--- src/rtl/crt_sync_pkg.sv ---
package crt_sync_pkg;
  typedef enum logic [1:0] {
    LVL_SYNC  = 2'b00,
    LVL_BLACK = 2'b01,
    LVL_WHITE = 2'b10
  } level_e;
endpackage

--- src/rtl/crt_raster_cnt.sv ---
module crt_raster_cnt #(
  parameter int CLK_W  = 10,
  parameter int LINE_W = 9,
  parameter int LINES  = 312
) (
  input  logic              clk,
  input  logic              rst,
  output logic [CLK_W-1:0]  nxt_clk,
  output logic [LINE_W-1:0] nxt_line
);
  localparam logic [LINE_W-1:0] LAST_LINE = LINE_W'(LINES - 1);

  logic [CLK_W-1:0]  clk_q;
  logic [LINE_W-1:0] line_q;
  logic              wrap;

  assign wrap = (clk_q == {CLK_W{1'b1}});

  always_comb begin
    if (rst) begin
      nxt_clk  = '0;
      nxt_line = '0;
    end else begin
      nxt_clk  = clk_q + 1'b1;
      nxt_line = line_q;
      if (wrap) nxt_line = (line_q == LAST_LINE) ? '0 : line_q + 1'b1;
    end
  end

  always_ff @(posedge clk) begin
    clk_q  <= nxt_clk;
    line_q <= nxt_line;
  end
endmodule

--- src/rtl/crt_span_dec.sv ---
module crt_span_dec #(
  parameter int W      = 9,
  parameter int ACTIVE = 384,
  parameter int FRONT  = 32,
  parameter int SYNC   = 32
) (
  input  logic [W-1:0] pos,
  output logic         blank,
  output logic         sync
);
  localparam int SYNC_LO = ACTIVE + FRONT;
  localparam int SYNC_HI = SYNC_LO + SYNC;

  int p;
  assign p     = 32'(pos);
  assign blank = (p >= ACTIVE);
  assign sync  = (p >= SYNC_LO) && (p < SYNC_HI);
endmodule

--- src/rtl/crt_sync_gen.sv ---
module crt_sync_gen
  import crt_sync_pkg::*;
#(
  parameter int DOT_W        = 9,
  parameter int H_ACTIVE     = 384,
  parameter int H_FRONT      = 32,
  parameter int H_SYNC       = 32,
  parameter int LINES        = 312,
  parameter int V_ACTIVE     = 288,
  parameter int V_FRONT      = 4,
  parameter int V_SYNC       = 4,
  parameter int PAT_LINE_BIT = 3,
  parameter int LINE_W       = $clog2(LINES)
) (
  input  logic              clk,
  input  logic              rst,
  output logic [1:0]        level,
  output logic              blank,
  output logic              sync,
  output logic              active,
  output logic [DOT_W-1:0]  dot_x,
  output logic [LINE_W-1:0] line_y,
  output logic              sol,
  output logic              sof
);
  localparam int CLK_W = DOT_W + 1;

  logic [CLK_W-1:0]  nxt_clk;
  logic [LINE_W-1:0] nxt_line;
  logic [DOT_W-1:0]  nxt_dot;
  logic h_blank, h_sync, v_blank, v_sync;
  logic d_blank, d_sync, d_white, d_sol;
  level_e d_level;

  crt_raster_cnt #(.CLK_W(CLK_W), .LINE_W(LINE_W), .LINES(LINES)) u_cnt (
    .clk(clk), .rst(rst), .nxt_clk(nxt_clk), .nxt_line(nxt_line)
  );

  assign nxt_dot = nxt_clk[CLK_W-1:1];

  crt_span_dec #(.W(DOT_W), .ACTIVE(H_ACTIVE), .FRONT(H_FRONT), .SYNC(H_SYNC)) u_hdec (
    .pos(nxt_dot), .blank(h_blank), .sync(h_sync)
  );

  crt_span_dec #(.W(LINE_W), .ACTIVE(V_ACTIVE), .FRONT(V_FRONT), .SYNC(V_SYNC)) u_vdec (
    .pos(nxt_line), .blank(v_blank), .sync(v_sync)
  );

  always_comb begin
    d_blank = h_blank | v_blank;
    d_sync  = h_sync | v_sync;
    d_white = !d_blank && (&nxt_clk[3:0]) && nxt_line[PAT_LINE_BIT];
    d_sol   = (nxt_clk == '0);
    if (d_sync)       d_level = LVL_SYNC;
    else if (d_white) d_level = LVL_WHITE;
    else              d_level = LVL_BLACK;
  end

  always_ff @(posedge clk) begin
    level  <= d_level;
    blank  <= d_blank;
    sync   <= d_sync;
    active <= !d_blank;
    dot_x  <= nxt_dot;
    line_y <= nxt_line;
    sol    <= d_sol;
    sof    <= d_sol && (nxt_line == '0);
  end
endmodule

--- config.mk ---
export PLATFORM = sky130hd
export DESIGN_NAME = crt_sync_gen
export DESIGN_NICKNAME = d
export VERILOG_FILES = /design/src/rtl/crt_sync_pkg.sv /design/src/rtl/crt_raster_cnt.sv /design/src/rtl/crt_span_dec.sv /design/src/rtl/crt_sync_gen.sv
export SDC_FILE = /design/constraint.sdc
export NUM_CORES = 1
export LEC_CHECK = 0
export ABC_AREA = 1
export BUFFER_PORTS_ARGS = -buffer_cell sky130_fd_sc_hd__buf_2
export CORE_MARGIN = 5
export CORE_UTILIZATION = 32
export CTS_CLUSTER_DIAMETER = 80
export DETAILED_ROUTE_END_ITERATION = 16
export GPL_TIMING_DRIVEN = 0
export PLACE_DENSITY = 0.59
export SLEW_MARGIN = 20
export SYNTH_ARGS = -nofsm -noshare
export SYNTH_HDL_FRONTEND = slang
export SYNTH_HIERARCHICAL = 1
export SYNTH_SLANG_ARGS = --single-unit
--- constraint.sdc ---
create_clock -name clk -period 2.3 [get_ports clk]
set_input_delay 0.46 -clock clk [delete_from_list [all_inputs] [get_ports clk]]
set_output_delay 0.46 -clock clk [all_outputs]
set_load 0.02 [all_outputs]
# Word level (Yosys, flattened, before mapping)
# Index checks and enable logic that the tools add are counted.
# classes
multipliers	0
add_sub_neg	2
div	0
n_lt_le_gt_ge	6
eq_ne	2
n_bitwise	2
shifts	0
n_reduce_logical	9
n_mux	5
# op_table
op	n
$ge A9 B9 Y1 const B	4
$mux W9	3
$lt A9 B9 Y1 const B	2
$add A10 B1 Y10 const B	1
$eq A10 B10 Y1 const B	1
$logic_not A10 Y1	1
$mux W10	1
$add A9 B1 Y9 const B	1
$eq A9 B9 Y1 const B	1
$logic_not A9 Y1	1
$logic_and A1 B1 Y1	5
$reduce_and A4 Y1	1
$mux W2	1
$or A1 B1 Y1	2
$logic_not A1 Y1	1
# word_totals
ram_bits	0
input_bits	2
romBits	0
elab_cells	35
n_memories	0
latchBits	0
regBits	35

# Logic depth before layout (Yosys ltp)
# Gate-level depths: netlist of run 1.
# depth
ltp_word	10
mapped_depth	13
ltp_nobuf	13

# Hierarchy
# The synthesis of run 1 kept the hierarchy.
# modules_own_cells
mod	cells_per_inst	instances	area_each_um2
crt_raster_cnt	150	1	1028.5
crt_sync_gen	52	1	616.8
crt_span_dec at u_vdec	9	1	40.0
crt_span_dec at u_hdec	5	1	18.8

# Least setup slack after synthesis of run 1
# Ideal clock, no wire load.
# synth_timing
path_kind	register -> register
from	reg u_cnt.clk_q[0]
to	reg level[0]
arrival_ps	1807
stages_incl_launch_ff	13
path_slack_ps	419
cell_sequence	dfxtp_1 -> ha_1 -> nand2_2 -> nor2_4 -> nand3b_4 -> nand2_1 -> nand2_1 -> a21oi_1 -> nor2_2 -> nand2_1 -> nor2_2 -> or2_2 -> a31oi_1
# synth_rtl
element	line_no	rtl
from (decl)	crt_raster_cnt.sv:13	logic [CLK_W-1:0] clk_q;
from (signal assigned)	crt_raster_cnt.sv:31	clk_q <= nxt_clk;
$eq A10 B10 Y1 (*)	crt_raster_cnt.sv:17	assign wrap = (clk_q == {CLK_W{1'b1}});
$mux W9 (*)	crt_raster_cnt.sv:26	if (wrap) nxt_line = (line_q == LAST_LINE) ? '0 : line_q + 1'b1;
$mux W9 (*)	crt_raster_cnt.sv:20	if (rst) begin
net nxt_line[6]	crt_sync_gen.sv:29	logic [LINE_W-1:0] nxt_line;
$ge A9 B9 Y1 / $lt A9 B9 Y1 (equally long branches)	crt_span_dec.sv:17	assign sync = (p >= SYNC_LO) && (p < SYNC_HI);
$logic_and A1 B1 Y1 (*)	crt_span_dec.sv:17	
net v_sync	crt_sync_gen.sv:31	logic h_blank, h_sync, v_blank, v_sync;
$or A1 B1 Y1 (*)	crt_sync_gen.sv:51	d_sync = h_sync | v_sync;
net d_sync	crt_sync_gen.sv:32	logic d_blank, d_sync, d_white, d_sol;
to (signal assigned)	crt_sync_gen.sv:60	level <= d_level;
to (decl)	crt_sync_gen.sv:17	output logic [1:0] level,
# The timed path passes the listed nets; every way through them passes the cells marked *.
# A chain may end at the register's enable or synchronous reset.

# Worst setup path after layout of run 1
# Ends and elaborated chain as after synthesis.

==> results.json, run 1 <==
{
  "worst_pin_slew_ns": 0.5933,
  "hold_class": "in2reg",
  "cts_made_buffers": 5,
  "portBuffers": 26,
  "ys_ff_latch": 44,
  "drv_cap": 0,
  "hpwl_mm": 2.603,
  "holdWs_ns": 0.4703,
  "cpMostUsedCell": "nand2_1",
  "yosysSeqAreaShare_pct": 51.69,
  "fillCellCount": 580,
  "wl_mm": 3.562,
  "place_ws_ns": 0.08878,
  "drtPass1Iterations": 4,
  "post_drt_wl_per_cell_um": 11.13,
  "dieArea_um2": 6885,
  "htree_levels": 2,
  "power_frac_seq_pct": 55.8,
  "clk_latency_ns": 0.29,
  "synth_top_family_by_area": "simple AND/OR/NAND/NOR gates",
  "synth_fa_ha_area_share_pct": 1.468,
  "synth_area_um2": 1704,
  "synth_fp_nets": 220,
  "synth-compound-area-share_pct": 7.122,
  "grt_pass1_wl_mm": 6.244,
  "cts_max_path_buffers": 2,
  "die_h_um": 82.98,
  "post_cts_buffers": 0,
  "pin_count": 27,
  "fin_ws_ns": 0.1777,
  "area_growth_syn_to_layout_pct": 20.85,
  "finalHoldViolations": 0,
  "internal_power_mw": 1.111,
  "route.detailed.drc": 0,
  "cts-root-buf": "clkbuf_8",
  "crit_type": "reg2reg",
  "initial_core_util_pct": 33.15,
  "fmax_mhz": 471.2,
  "grt_max_degree": 14,
  "start_kind": "flop",
  "power_frac_comb_pct": 3.3,
  "total_leakage_power_nw": 1.008,
  "crit_fanout": 9,
  "fin_crit_sh_pct": 92.27,
  "cts_tree": "done",
  "clkTransAtPathRegs_ns": 0.08,
  "vdd_drop_max_mv": 0.3962,
  "fp.coreArea_um2": 5140,
  "globalRouteOverflowTotal": 0,
  "clock-sinks": 44,
  "synthXorXnorAreaFrac_pct": 0.5140,
  "end_kind": "flop",
  "cpMaxStageDelayCell": "dfxtp_1",
  "grt_pass1_vias": 1393,
  "final_cells": 320,
  "dp.cells": 312,
  "p_total_mw": 1.398,
  "netSwitchingPower_uw": 286.9,
  "post-route-util_pct": 40.07,
  "synthMuxAreaShare_pct": 0,
  "synth_top_area_share_pct": 51.69,
  "synth-warning-count": 6,
  "maxSlewViolCount": 0,
  "routabilityCongestion": 0.8580,
  "arrival_ns": 2.35,
  "critPathRequiredTime_ns": 2.53,
  "drt_iter0_drc": 72,
  "rsz0062_at_grt": "no",
  "finalSetupViolations": 0,
  "synthSimpleGateAreaFrac_pct": 34.07,
  "setup_tns_ns": 0,
  "antenna_left": 0,
  "grt.total_usage_pct": 11.13,
  "powerDensity_nw_per_um2": 678.6,
  "vias_per_cell": 4.353,
  "synth_top_cell_by_area": "dfxtp_1",
  "die_w_um": 82.98,
  "swShare_pct": 20.53,
  "syn_inst": 216,
  "yosysUniqueCellTypes": 25,
  "postPlaceCellArea_um2": 1922,
  "p_clk_share_pct": 40.9,
  "drive_gt1_share_pct": 21.60,
  "final_cell_area_um2": 2059,
  "synth_area_leaders": "dfxtp_1 52%, nand2_1 13%, nor2_1 7.9%",
  "nets": 253,
  "outcome": "complete, no violations",
  "syn_avg_cell_area_um2": 7.890,
  "worstPathCellList": "ha_1 > nand2_2 > nor2_4 > nand3b_4 > nand2_1 > nand2_1 > a21oi_4 > nor2_1 > nand2_1 > nor2_2 > or2_2 > a31oi_1",
  "finalClockSkew_ns": 0.004732,
  "num_antenna_cells": 0,
  "min_period_ns": 2.122,
  "num_vias": 1393,
  "row_count": 26,
  "relSlewSlack_pct": 60.21,
  "critPathMaxStageDelay_ns": 0.36,
  "antenna_found_initial": 0
}
==> cell families (layout without fill, tap and decap cells) <==
kind of cell / Yosys count / in the layout
adders and majority gates: 2 / 2
xor gates and xnor gates: 1 / 1
DFF: 44 / 44
AOI/OAI and AO/OA: 22 / 22
buffers and inverters: 23 / 57
and+or+nand+nor: 124 / 124
==> final timing paths <==
path	slack, ns	cells after the start	startpoint	end
worst max-delay path	0.18	12	u_cnt/clk_q[0]	level[0]
worst min-delay path	0.47	2	rst	u_cnt/clk_q[0]
worst max register to register	0.18	12	u_cnt/clk_q[0]	level[0]
worst min register to register	0.49	1	u_cnt/clk_q[0]	u_cnt/clk_q[0]
==> timing repair <==
action,4_1_cts,5_1_grt
setup endpoints to repair,0,3
gates resized for setup,0,7
hold buffers,0,0
==> Yosys cell counts (all sizes together) <==
cell / number
dfxtp: 44
nor3: 1
a211oi: 1
or2: 3
a21oi: 12
nor2: 43
ha: 2
o21ai: 8
and2: 1
a31oi: 1
nand3: 12
nand4: 1
buf: 1
xor2: 1
nand2: 62
nand3b: 1
inv: 22
==> cells in the final DEF, fill, tap and decap left out, types with 2 or more instances in the layout <==
master / count
nand2_1: 59
dfxtp_1: 44
nor2_1: 33
buf_2: 27
inv_1: 22
nand3_1: 11
a21oi_1: 8
nor2_2: 7
o21ai_0: 7
clkbuf_8: 5
nand2_2: 3
or2_0: 2
nor2_8: 2
a21oi_4: 2
a21oi_2: 2
ha_1: 2
==> layer usage <==
layer	vias to the layer above	part of all wire (%)	global-route usage (%)
met4	0	2.0	5.349
li1	739	-	-
met2	32	43	17.35
met3	7	5.1	3.762
met5	-	0	0
met1	615	50	13.71
==> flip-flops by register name, summed over array words and instances (netlist names) <==
name	count
u_cnt/clk_q	10
dot_x	9
line_y	9
u_cnt/line_q	9
level	2
active	1
blank	1
sof	1
sol	1
sync	1
==> power by group through the flow <==
stage	registers (mW)	clock network, mW	logic [mW]
2_1_floorplan	0.808	0	0.0192
3_3_place_gp	0.797	0	0.0468
3_5_place_dp	0.797	0	0.0471
4_1_cts	0.779	0.594	0.0474
5_1_grt	0.782	0.628	0.0510
6_report	0.779	0.572	0.0465
==> critical path, delay by kind of cell (launching register included) <==
kind	cells	cell delay, ns
adders and majority gates	1	0.22
DFF	1	0.36
and+or+nand+nor	9	1.12
AOI/OAI and AO/OA	2	0.33
==> cell type report <==
cell class / instances / area [µm²] / area share (%)
Tap cell: 70 / 87.58 / 4.253
Sequential cell: 44 / 880.8 / 42.77
Clock buffer: 6 / 72.57 / 3.524
Inverter: 22 / 82.58 / 4.010
Clock inverter: 2 / 35.03 / 1.701
Buffer: 1 / 5.005 / 0.2430
Multi-Input combinational cell: 149 / 765.7 / 37.18
Timing Repair Buffer: 26 / 130.1 / 6.318
Note: power is estimated with default switching activity, not from simulation.
==> run 2, diff against run 1 <==
- clock period: 2.3 -> 2.2 ns (I/O delays scaled with it)
==> run 2 against run 1 <==
- register-to-register slack barely moved
- via count rose by 1.4%
- final area rose by 2.9%
- flip-flop and latch count did not move
- critical path depth fell by 1
- largest power group unchanged
- die area did not move
- clock-buffer cell count did not move
==> results.json, run 2 (synthesis gave the netlist of run 1 again) <==
{
  "whs_path_depth": 2,
  "num_antenna_cells": 0,
  "start_kind": "flop",
  "grt_max_degree": 14,
  "num_vias": 1412,
  "relSlewSlack_pct": 57.44,
  "initial_core_util_pct": 33.15,
  "hold_end": "u_cnt/clk_q[0]",
  "setup_tns_ns": 0,
  "die_w_um": 82.98,
  "antenna_found_initial": 0,
  "finalClockSkew_ns": 0.004902,
  "finalSetupViolations": 0,
  "p_total_mw": 1.465,
  "vdd_drop_max_mv": 0.4137,
  "die_h_um": 82.98,
  "worst_pin_slew_ns": 0.6346,
  "final_common_cell": "nand2_1",
  "portBuffers": 26,
  "top_register": "u_cnt/clk_q",
  "wl_mm": 3.674,
  "final_cell_area_um2": 2118,
  "crit_type": "reg2reg",
  "critPathMaxStageDelay_ns": 0.35,
  "postPlaceCellArea_um2": 1922,
  "reg2reg_depth": 11,
  "pin_count": 27,
  "row_count": 26,
  "drtPass1Iterations": 4,
  "arrival_ns": 2.24,
  "route.detailed.drc": 0,
  "cts_made_buffers": 5,
  "hold_class": "in2reg",
  "drive_gt1_share_pct": 24.41,
  "postCtsHoldBufs": 0,
  "vias_per_cell": 4.358,
  "place_ws_ns": -0.01122,
  "r2r_setup_slack_ns": 0.18,
  "crit_buf_inv": 0,
  "end_kind": "flop",
  "hp-start": "rst",
  "fin_ws_ns": 0.1826,
  "min_period_ns": 2.017,
  "fmax_mhz": 495.7,
  "drv_cap": 0,
  "drt_iter0_drc": 67,
  "globalRouteOverflowTotal": 0,
  "worstPathCellList": "ha_1 > nand2_1 > nor2_1 > nand2_2 > nand3_1 > a21oi_4 > nor2_1 > nand2_1 > nor2_2 > or2_2 > a31oi_1",
  "cts-root-buf": "clkbuf_8",
  "most-common-layout-cells": "58 x nand2_1, 43 x dfxtp_1, 33 x nor2_1",
  "clock-sinks": 44,
  "finalHoldViolations": 0,
  "r2r_end": "level[0]",
  "grt.total_usage_pct": 11.17,
  "clkTransAtPathRegs_ns": 0.08,
  "cp_top_family": "simple AND/OR/NAND/NOR gates",
  "crit_fanout": 6,
  "grt_pass1_wl_mm": 6.258,
  "critPathRequiredTime_ns": 2.43,
  "outcome": "complete, no violations",
  "hpwl_mm": 2.603,
  "cts_max_path_buffers": 2,
  "maxSlewViolCount": 0,
  "antenna_left": 0,
  "area_growth_syn_to_layout_pct": 24.30,
  "cts_tree": "done",
  "fillCellCount": 577,
  "r2r-start": "u_cnt/line_q[0]",
  "post-route-util_pct": 41.21,
  "powerDensity_nw_per_um2": 691.8,
  "cpMaxStageDelayCell": "dfxtp_1",
  "total_leakage_power_nw": 1.052,
  "nets": 257,
  "grt_pass1_vias": 1393,
  "dieArea_um2": 6885,
  "largest_register_ffs": 10,
  "rsz0062_at_grt": "no",
  "fp.coreArea_um2": 5140,
  "htree_levels": 2,
  "fin_crit_sh_pct": 91.70,
  "routabilityCongestion": 0.8580,
  "post_drt_wl_per_cell_um": 11.34,
  "clk_latency_ns": 0.29,
  "critPathLaunch": "u_cnt/line_q[0]"
}
-- run 2: how the worst max path moves through the flow --
stage	slack, ns	cells past startpoint	end
3_5_place_dp	-0.01	12	level[0]
3_3_place_gp	0.06	12	level[0]
2_1_floorplan	0.32	12	level[0]
5_1_grt	0.0006	12	level[0]
6_report	0.18	11	level[0]
4_1_cts	0.01	12	level[0]
-- run 2: metal layers --
metal	up-vias	track usage, %	part of all wire [%]
met5	-	0	0
met4	0	5.349	2.0
met3	7	3.762	4.8
met2	30	17.49	43
met1	626	13.71	50
li1	749	-	-
-- run 2: final cells by class --
class	instances	area, µm²	area share [%]
tap	70	87.58	4.135
sequential	44	882.1	41.64
multi-input combinational	150	800.8	37.80
clock inverter	2	35.03	1.654
buffer	1	5.005	0.2363
clock buffer	6	72.57	3.426
timing repair buffer	29	152.6	7.206
inverter	22	82.58	3.898
-- run 2: timing repair --
action                                  4_1_cts  5_1_grt
resized for setup                             1       12
pin swaps                                     0        2
endpoints found under the setup margin        2        4
gates cloned                                  0        1
setup buffers                                 0        3
-- run 2: power by group --
| group | internal, mW | total (mW) | switching [mW] |
|---|---|---|---|
| Combinational | 0.0171 | 0.0511 | 0.0339 |
| Sequential | 0.810 | 0.817 | 0.00723 |
| Clock | 0.337 | 0.598 | 0.261 |
| Total | 1.16 | 1.47 | 0.302 |
-- run 2: worst reg2reg max path: stages (launching register included) --
cell	delay, ns
dfxtp_1	0.35
ha_1	0.23
nand2_1	0.15
nor2_1	0.08
nand2_2	0.12
nand3_1	0.14
a21oi_4	0.25
nor2_1	0.08
nand2_1	0.08
nor2_2	0.04
or2_2	0.31
a31oi_1	0.13
-- run 2: per-stage QoR --
stage	hold slack, ns	instances
global route	0.4441	324
detailed placement	0.4804	312
finish	0.4396	324
global placement	0.4630	312
CTS	0.4420	320
floorplan	0.4376	216
==> run 3, diff against run 2 <==
- clock period: 2.2 -> 1.95 ns (I/O delays scaled with it)
==> run 3 against run 2 <==
- flip-flop and latch count stayed put
- sequential power is 13% higher
- final cell count is 3.1% higher
- clock power is 13% higher
- global-route usage is 0.60 points higher
- register-to-register slack worse by 0.09 ns
- combinational power is 21% higher
- clock skew hardly changed
- core utilization is 3.3 points higher
- worst hold slack worse by 0.051 ns
- clock-buffer cell count stayed put
==> results.json, run 3 (synthesis gave the netlist of run 1 again) <==
{
  "pin_count": 27,
  "powerDensity_nw_per_um2": 725.2,
  "crit_fanout": 5,
  "fin_ws_ns": 0.09484,
  "cts_made_buffers": 5,
  "fmax_mhz": 539.0,
  "rsz0062_at_grt": "yes",
  "initial_core_util_pct": 33.15,
  "critPathMaxStageDelay_ns": 0.37,
  "row_count": 26,
  "clkTransAtPathRegs_ns": 0.08,
  "grt_max_degree": 14,
  "cp_top_family": "simple AND/OR/NAND/NOR gates",
  "nets": 267,
  "post-route-util_pct": 44.47,
  "drv_cap": 0,
  "crit_cells": 12,
  "finalHoldViolations": 0,
  "r2r_end": "level[0]",
  "cts-root-buf": "clkbuf_8",
  "final_cell_area_um2": 2286,
  "grt_pass1_vias": 1474,
  "hpwl_mm": 2.603,
  "grt_pass1_wl_mm": 6.637,
  "start_kind": "flop",
  "critPathRequiredTime_ns": 2.18,
  "relSlewSlack_pct": 56.28,
  "grt.total_usage_pct": 11.77,
  "cts_max_path_buffers": 2,
  "finalSetupViolations": 0,
  "antenna_left": 0,
  "place_ws_ns": -0.2612,
  "critPathLaunch": "u_cnt/clk_q[0]",
  "num_vias": 1466,
  "most-common-layout-cells": "53 x nand2_1, 39 x dfxtp_1, 30 x nor2_1",
  "largest_register_ffs": 10,
  "vias_per_cell": 4.389,
  "fp.coreArea_um2": 5140,
  "postPlaceCellArea_um2": 1922,
  "final_common_cell": "nand2_1",
  "die_w_um": 82.98,
  "cpMaxStageDelayCell": "dfxtp_4",
  "htree_levels": 2,
  "vdd_drop_max_mv": 0.4466,
  "post_drt_wl_per_cell_um": 11.45,
  "drive_gt1_share_pct": 33.33,
  "finalClockSkew_ns": 0.005087,
  "min_period_ns": 1.855,
  "r2r-start": "u_cnt/clk_q[0]",
  "portBuffers": 26,
  "reg2reg_depth": 12,
  "total_leakage_power_nw": 1.119,
  "holdWs_ns": 0.3883,
  "crit_end": "level[0]",
  "antenna_found_initial": 0,
  "wl_mm": 3.825,
  "area_growth_syn_to_layout_pct": 34.14,
  "crit_buf_inv": 0,
  "maxSlewViolCount": 0,
  "p_total_mw": 1.658,
  "clock-sinks": 44,
  "route.detailed.drc": 0,
  "clk_latency_ns": 0.29,
  "die_h_um": 82.98,
  "fin_crit_sh_pct": 95.14,
  "hold_class": "in2reg",
  "drtPass1Iterations": 4,
  "worstPathCellList": "ha_4 > nand2_4 > nor2_4 > nand3b_4 > nand2_2 > nand2_2 > a21oi_4 > nor2_1 > nand2_1 > nor2_2 > or2_4 > a31oi_1",
  "cpMostUsedCell": "nand2_2",
  "num_antenna_cells": 0,
  "crit_type": "reg2reg",
  "dieArea_um2": 6885,
  "routabilityCongestion": 0.8580,
  "cts_tree": "done",
  "end_kind": "flop",
  "r2r_setup_slack_ns": 0.09,
  "top_register": "u_cnt/clk_q",
  "outcome": "complete, no violations",
  "worst_pin_slew_ns": 0.6518,
  "arrival_ns": 2.08,
  "globalRouteOverflowTotal": 0,
  "drt_iter0_drc": 78
}
-- run 3: cell types whose count changed in the layout (fill, tap and decap cells not counted), sizes merged --
cell / previous run / this run
buf: 30 / 40
-- run 3: worst min path at each step --
stage	from	to	cells after the start
2_1_floorplan	u_cnt/clk_q[0]	u_cnt/clk_q[0]	1
3_3_place_gp	u_cnt/clk_q[0]	u_cnt/clk_q[0]	1
3_5_place_dp	u_cnt/clk_q[0]	u_cnt/clk_q[0]	1
4_1_cts	rst	u_cnt/clk_q[0]	2
5_1_grt	rst	u_cnt/clk_q[0]	2
6_report	rst	u_cnt/clk_q[0]	2
-- run 3: layout make-up --
| class | count | area, µm² |
|---|---|---|
| clock buffer | 6 | 72.57 |
| sequential | 44 | 889.6 |
| multi-input combinational | 150 | 869.6 |
| inverter | 22 | 82.58 |
| buffer | 1 | 5.005 |
| clock inverter | 2 | 35.03 |
| fill | 543 | 2854 |
| tap | 70 | 87.58 |
| timing repair buffer | 39 | 244.0 |
-- run 3: stage by stage --
step | instances | TNS [ns]
floorplan | 216 | 0
global placement | 312 | -0.4747
detailed placement | 312 | -0.6862
CTS | 327 | 0
global route | 334 | -0.03351
finish | 334 | 0
-- run 3: where the power goes --
| group | internal (mW) | total, mW | switching [mW] |
|---|---|---|---|
| logic | 0.0217 | 0.0616 | 0.0399 |
| clock network | 0.380 | 0.675 | 0.295 |
| registers | 0.913 | 0.921 | 0.00822 |
-- run 3: per-layer routing --
layer | routed length [µm] | GRT usage (%) | part of all wire (%)
met1 | 1846 | 14.73 | 48
met2 | 1691 | 18.37 | 44
met3 | 215 | 3.762 | 5.6
met4 | 72 | 5.349 | 1.9
met5 | 0 | 0 | 0
-- run 3: repair_timing --
item / CTS / global route
buffers inserted: 6 / 7
cloned: 1 / 0
pin swaps: 7 / 10
hold endpoints to repair: 0 / 0
endpoints found under the setup margin: 5 / 5
hold buffers: 0 / 0
gates resized for setup: 17 / 22
